## config.mk

```make
export PLATFORM = sky130hd
export DESIGN_NAME = clk_period_meter
export DESIGN_NICKNAME = d
export VERILOG_FILES = /design/src/rtl/clk_meter_pkg.sv /design/src/rtl/cm_edge_sync.sv /design/src/rtl/cm_period_counter.sv /design/src/rtl/cm_idle_timer.sv /design/src/rtl/clk_period_meter.sv
export SDC_FILE = /design/constraint.sdc
export NUM_CORES = 1
export LEC_CHECK = 0
export CORE_ASPECT_RATIO = 1.4
export CORE_UTILIZATION = 35
export DETAILED_ROUTE_END_ITERATION = 8
export GPL_ROUTABILITY_DRIVEN = 0
export PLACE_DENSITY_LB_ADDON = 0.05
export SKIP_CTS_REPAIR_TIMING = 1
export SLEW_MARGIN = 40
export SYNTH_ARGS = -nofsm -noshare
export SYNTH_HDL_FRONTEND = slang
export SYNTH_SLANG_ARGS = --single-unit
```

## constraint.sdc

```tcl
create_clock -name clk_i -period 2.45 [get_ports clk_i]
set_clock_uncertainty 0.2 [all_clocks]
set_input_delay 0.49 -clock clk_i [delete_from_list [all_inputs] [get_ports clk_i]]
set_output_delay 0.49 -clock clk_i [all_outputs]
set_load 0.005 [all_outputs]
```

## src/rtl/clk_meter_pkg.sv

```systemverilog
package clk_meter_pkg;
  typedef enum logic {
    ST_IDLE  = 1'b0,
    ST_ARMED = 1'b1
  } meter_state_e;
endpackage

```

## src/rtl/cm_edge_sync.sv

```systemverilog
module cm_edge_sync #(
  parameter int unsigned STAGES = 2
) (
  input  logic clk_i,
  input  logic rst_ni,
  input  logic async_i,
  output logic rise_o
);
  // STAGES synchronizer flops plus one edge-history flop
  logic [STAGES:0] sh_q;

  always_ff @(posedge clk_i or negedge rst_ni) begin
    if (!rst_ni) sh_q <= '0;
    else         sh_q <= {sh_q[STAGES-1:0], async_i};
  end

  assign rise_o = sh_q[STAGES-1] & ~sh_q[STAGES];

  AST_RISE_SPACED: assert property (@(posedge clk_i) disable iff (!rst_ni)
    rise_o |=> !rise_o);
endmodule

```

## src/rtl/cm_period_counter.sv

```systemverilog
module cm_period_counter
  import clk_meter_pkg::*;
#(
  parameter int unsigned CNT_W = 16
) (
  input  logic             clk_i,
  input  logic             rst_ni,
  input  logic             rise_i,
  input  logic             timeout_i,
  output logic [CNT_W-1:0] period_o,
  output logic             valid_o,
  output logic             overflow_o
);
  localparam logic [CNT_W-1:0] CNT_MAX = '1;
  localparam logic [CNT_W-1:0] CNT_ONE = CNT_W'(1);

  meter_state_e     state_q;
  logic [CNT_W-1:0] cnt_q;
  logic             at_max;

  assign at_max = (cnt_q == CNT_MAX);

  always_ff @(posedge clk_i or negedge rst_ni) begin
    if (!rst_ni) begin
      state_q    <= ST_IDLE;
      cnt_q      <= '0;
      period_o   <= '0;
      valid_o    <= 1'b0;
      overflow_o <= 1'b0;
    end else begin
      valid_o <= 1'b0;
      if (rise_i) begin
        state_q <= ST_ARMED;
        cnt_q   <= CNT_ONE;
        if (state_q == ST_ARMED) begin
          period_o   <= cnt_q;
          valid_o    <= 1'b1;
          overflow_o <= at_max;
        end
      end else if (timeout_i) begin
        // lost input: drop the partial period, re-arm on next edge
        state_q <= ST_IDLE;
        cnt_q   <= '0;
      end else if (state_q == ST_ARMED) begin
        if (!at_max) cnt_q      <= cnt_q + 1'b1;
        else         overflow_o <= 1'b1;
      end
    end
  end

  AST_RESTART: assert property (@(posedge clk_i) disable iff (!rst_ni)
    rise_i |=> cnt_q == CNT_ONE);
  AST_FIRST_EDGE: assert property (@(posedge clk_i) disable iff (!rst_ni)
    (rise_i && state_q == ST_IDLE) |=> !valid_o);
  AST_SAT_HOLD: assert property (@(posedge clk_i) disable iff (!rst_ni)
    (at_max && !rise_i && !timeout_i) |=> at_max);
  AST_OVF_SET: assert property (@(posedge clk_i) disable iff (!rst_ni)
    (state_q == ST_ARMED && at_max && !timeout_i) |=> overflow_o);
  AST_OVF_CLEAR: assert property (@(posedge clk_i) disable iff (!rst_ni)
    (valid_o && period_o != CNT_MAX) |-> !overflow_o);
endmodule

```

## src/rtl/cm_idle_timer.sv

```systemverilog
module cm_idle_timer #(
  parameter int unsigned TIMEOUT = 100000
) (
  input  logic clk_i,
  input  logic rst_ni,
  input  logic rise_i,
  output logic timeout_o,
  output logic no_clock_o
);
  localparam int unsigned   TO_W    = $clog2(TIMEOUT + 1);
  localparam logic [TO_W-1:0] TO_LAST = TO_W'(TIMEOUT - 1);

  logic [TO_W-1:0] idle_q;

  always_ff @(posedge clk_i or negedge rst_ni) begin
    if (!rst_ni) begin
      idle_q     <= '0;
      no_clock_o <= 1'b0;
    end else if (rise_i) begin
      idle_q     <= '0;
      no_clock_o <= 1'b0;
    end else if (idle_q == TO_LAST) begin
      no_clock_o <= 1'b1;
    end else begin
      idle_q <= idle_q + 1'b1;
    end
  end

  // single-cycle pulse when the quiet window expires
  assign timeout_o = !rise_i && !no_clock_o && (idle_q == TO_LAST);

  AST_NOCLK_CLEAR: assert property (@(posedge clk_i) disable iff (!rst_ni)
    rise_i |=> !no_clock_o);
  AST_NOCLK_STICK: assert property (@(posedge clk_i) disable iff (!rst_ni)
    (no_clock_o && !rise_i) |=> no_clock_o);
endmodule

```

## src/rtl/clk_period_meter.sv

```systemverilog
module clk_period_meter #(
  parameter int unsigned CNT_W       = 16,
  parameter int unsigned TIMEOUT     = 100000,
  parameter int unsigned SYNC_STAGES = 2
) (
  input  logic             clk_i,
  input  logic             rst_ni,
  input  logic             meas_clk_i,
  output logic [CNT_W-1:0] period_o,
  output logic             valid_o,
  output logic             overflow_o,
  output logic             no_clock_o
);
  logic rise;
  logic timeout;

  cm_edge_sync #(.STAGES(SYNC_STAGES)) u_sync (
    .clk_i   (clk_i),
    .rst_ni  (rst_ni),
    .async_i (meas_clk_i),
    .rise_o  (rise)
  );

  cm_idle_timer #(.TIMEOUT(TIMEOUT)) u_idle (
    .clk_i      (clk_i),
    .rst_ni     (rst_ni),
    .rise_i     (rise),
    .timeout_o  (timeout),
    .no_clock_o (no_clock_o)
  );

  cm_period_counter #(.CNT_W(CNT_W)) u_cnt (
    .clk_i      (clk_i),
    .rst_ni     (rst_ni),
    .rise_i     (rise),
    .timeout_i  (timeout),
    .period_o   (period_o),
    .valid_o    (valid_o),
    .overflow_o (overflow_o)
  );

  AST_VALID_PULSE: assert property (@(posedge clk_i) disable iff (!rst_ni)
    valid_o |=> !valid_o);
  AST_NO_VALID_NOCLK: assert property (@(posedge clk_i) disable iff (!rst_ni)
    no_clock_o |-> !valid_o);
endmodule

```

==> metrics.txt <==
status=complete, no violations; final wirelength=4980 µm; DIE AREA=0.00768 mm²; most common cell after layout, fill and taps aside=dfrtp_1; Area contributors post-synth=dfrtp_1, mux2_2, nor2_1; post-DP HPWL=3370 µm; CTS tree=built; slowest CP cell=or4_1; combinational share of power=13.1%; Synth Register Bits=56; Tcrit/Tclk final=94.1%; Hold Startpoint=u_sync.sh_q[0]; worst path required time=2.45 ns; Net Sw Frac=25.4%; clock buffer depth=2; DR top layer=met4; drc violations=0; H-tree Lvls=2; Starting Density=36.5%; Die Width=74.4 µm; worst vdd ir=366 µV; crit path max fanout=4; Hold Path Stages=0; CP Capture Type=flop; CP arrival=2.31 ns; M1 wire length=2220 µm; Yosys cell types=44; Worst setup SP type=flop; Post-synth top flop=dfrtp_1; initial antenna violation count=0; reg2reg end=u_cnt.cnt_q[1]; NetSw=0.493 mW; routed wl met2=2580 µm; Post-synth EDFFs=0; Period minus WS final=2.31 ns; Fin. Hold Viols=0; Clock Pin Slew Worst Setup and Hold Paths=0.10 ns; final setup violation count=0; synth warn=0; Syn-to-layout area delta=18.5%; # port buffers=21; synthesized netlist cell count=235; number of iterations in the first detailed-routing pass=4; Worst Max-Slew Pin Slew=0.524 ns; num ports=22; slowest stage delay, CP=0.64 ns; CP Class=reg -> reg; Post-layout nets=271; fin. max-slew vios=0; syn avg cell area=10.9 µm²; wire length per cell=13.8 µm; Tot GR Track Use=14.9%; area leader, netlist=dfrtp_1; f_max=0.434 GHz; Via density=4.98; routed length on met3=108 µm; flop2flop setup slack=0.14 ns; routed via count=1804; DIE HEIGHT=103 µm; Hold EP=u_sync.sh_q[1]; vias in the first global route=1829; Placed Instances=353; leakage power=1.30 nW; initial DRC count=43; Pint=1.45 mW; largest net degree at the start of global routing=57; Remaining Overflow, GRT=0; share of post-route cells with drive strength above 1=14.2%; most frequent cells in the layout=dfrtp_1, nor2_1, clkdlybuf4s50_1; slew margin rel.=64.8%; sequential fraction of design power=56.1%; CTS sink cnt=56; fraction of registers with async set/reset=100%; area of the core=0.00703 mm²; Syn Nets=240; setup TNS=0 ns; crit path cell chain=ha_1, nand3_1, or4_1, o21ai_1, mux2i_1, nor2_1; wire length of the first global-routing pass=8780 µm; TritonCTS buffer count=5; Seq/Total Area, Yosys=54.6%; Clock Latency Late Sink=0.30 ns; top-area cell type share of the netlist area=54.6%; ant diodes=0; clock group share of total power=30.8%; Cell Pwr Density=639 mW/mm²; Row Count=36; Critical R2R Launch=u_cnt.cnt_q[0]; HP Class=reg -> reg; Layout Cells excl Fill=362; Routed Antenna Nets=0; Root Buffer=clkbuf_8; RSZ-0062 raised after global routing=no; Synth Cell Area=0.00256 mm²; # Max-Cap Violations=0; R2R depth=6
-- cell usage after synthesis, types with 5 or more instances --
cell and n:
nand3_1 14, xnor2_1 12, o21ai_0 6, mux2_2 15
nor3_1 13, nor2_1 38, a21oi_1 5, xor2_1 8
nand2_1 17, dfrtp_1 56
-- kinds of logic after synthesis --
logic type | after synthesis | share of synthesized area, %
and+or+nand+nor | 113 | 23.8
muxes | 18 | 7.76
DFF | 56 | 54.6
AOI/OAI and AO/OA | 19 | 4.39
xor gates and xnor gates | 20 | 6.83
adders and majority gates | 2 | 0.975
buffers and inverters | 7 | 1.66
-- area by class of cell --
class / count / area (µm²)
clock buffer: 6 / 72.6
inverter: 2 / 7.51
tap: 95 / 119
clock inverter: 2 / 35.0
multi-input combinational: 172 / 1120
fill: 716 / 3990
sequential: 56 / 1400
timing repair buffer: 29 / 280
-- through the flow --
stage | worst slack, ns | instance area [µm²] | utilization, % | total power [mW] | hold slack (ns)
after floorplan | 0.317 | 2560 | - | 1.23 | -0.00559
after global routing | 0.00167 | 3040 | 43.3 | 2.06 | 0.181
after CTS | 0.142 | 3030 | 43.1 | 1.98 | -0.0260
after detailed placement | 0.165 | 2920 | 41.5 | 1.37 | 0.136
after global placement | 0.169 | 2920 | 41.5 | 1.36 | 0.133
final | 0.143 | 3040 | 43.3 | 1.94 | 0.157
-- power by group through the flow --
stage | registers (mW) | logic [mW] | clock network (mW)
final | 1.09 | 0.254 | 0.599
after global routing | 1.11 | 0.285 | 0.666
after CTS | 1.09 | 0.260 | 0.629
after detailed placement | 1.11 | 0.259 | 0
after global placement | 1.11 | 0.255 | 0
after floorplan | 1.09 | 0.141 | 0
-- worst max-delay path: cells and delay by family, from the launching register on --
kind | cells | cell delay [ns]
DFF | 1 | 0.42
muxes | 1 | 0.23
adders and majority gates | 1 | 0.23
AOI/OAI and AO/OA | 1 | 0.28
and+or+nand+nor | 3 | 0.86
-- metal layers --
layer	track usage, %	vias up
li1	-	887
met1	18.1	886
met2	26.4	25
met3	2.62	6
met4	5.37	0
met5	0	-
-- state kept, by name (all words and copies together), names as in the netlist --
| signal | flops |
|---|---|
| u_idle.idle_q | 17 |
| u_cnt.cnt_q | 16 |
| u_cnt.period_o | 16 |
| u_sync.sh_q | 3 |
| u_cnt.overflow_o | 1 |
| u_cnt.state_q | 1 |
| u_cnt.valid_o | 1 |
| u_idle.no_clock_o | 1 |
-- how the worst max path moves through the flow --
stage                                  from  slack, ns              to  cells after the start
after floorplan           u_idle.idle_q[12]       0.32  u_cnt.cnt_q[3]                      6
after global placement       u_cnt.cnt_q[0]       0.17  u_cnt.cnt_q[1]                      6
after detailed placement     u_cnt.cnt_q[0]       0.17  u_cnt.cnt_q[1]                      6
after CTS                    u_cnt.cnt_q[0]       0.14  u_cnt.cnt_q[1]                      6
after global routing         u_cnt.cnt_q[0]      0.002  u_cnt.cnt_q[1]                      6
final                        u_cnt.cnt_q[0]       0.14  u_cnt.cnt_q[1]                      6
No activity file was read; power rests on OpenSTA's default activity.
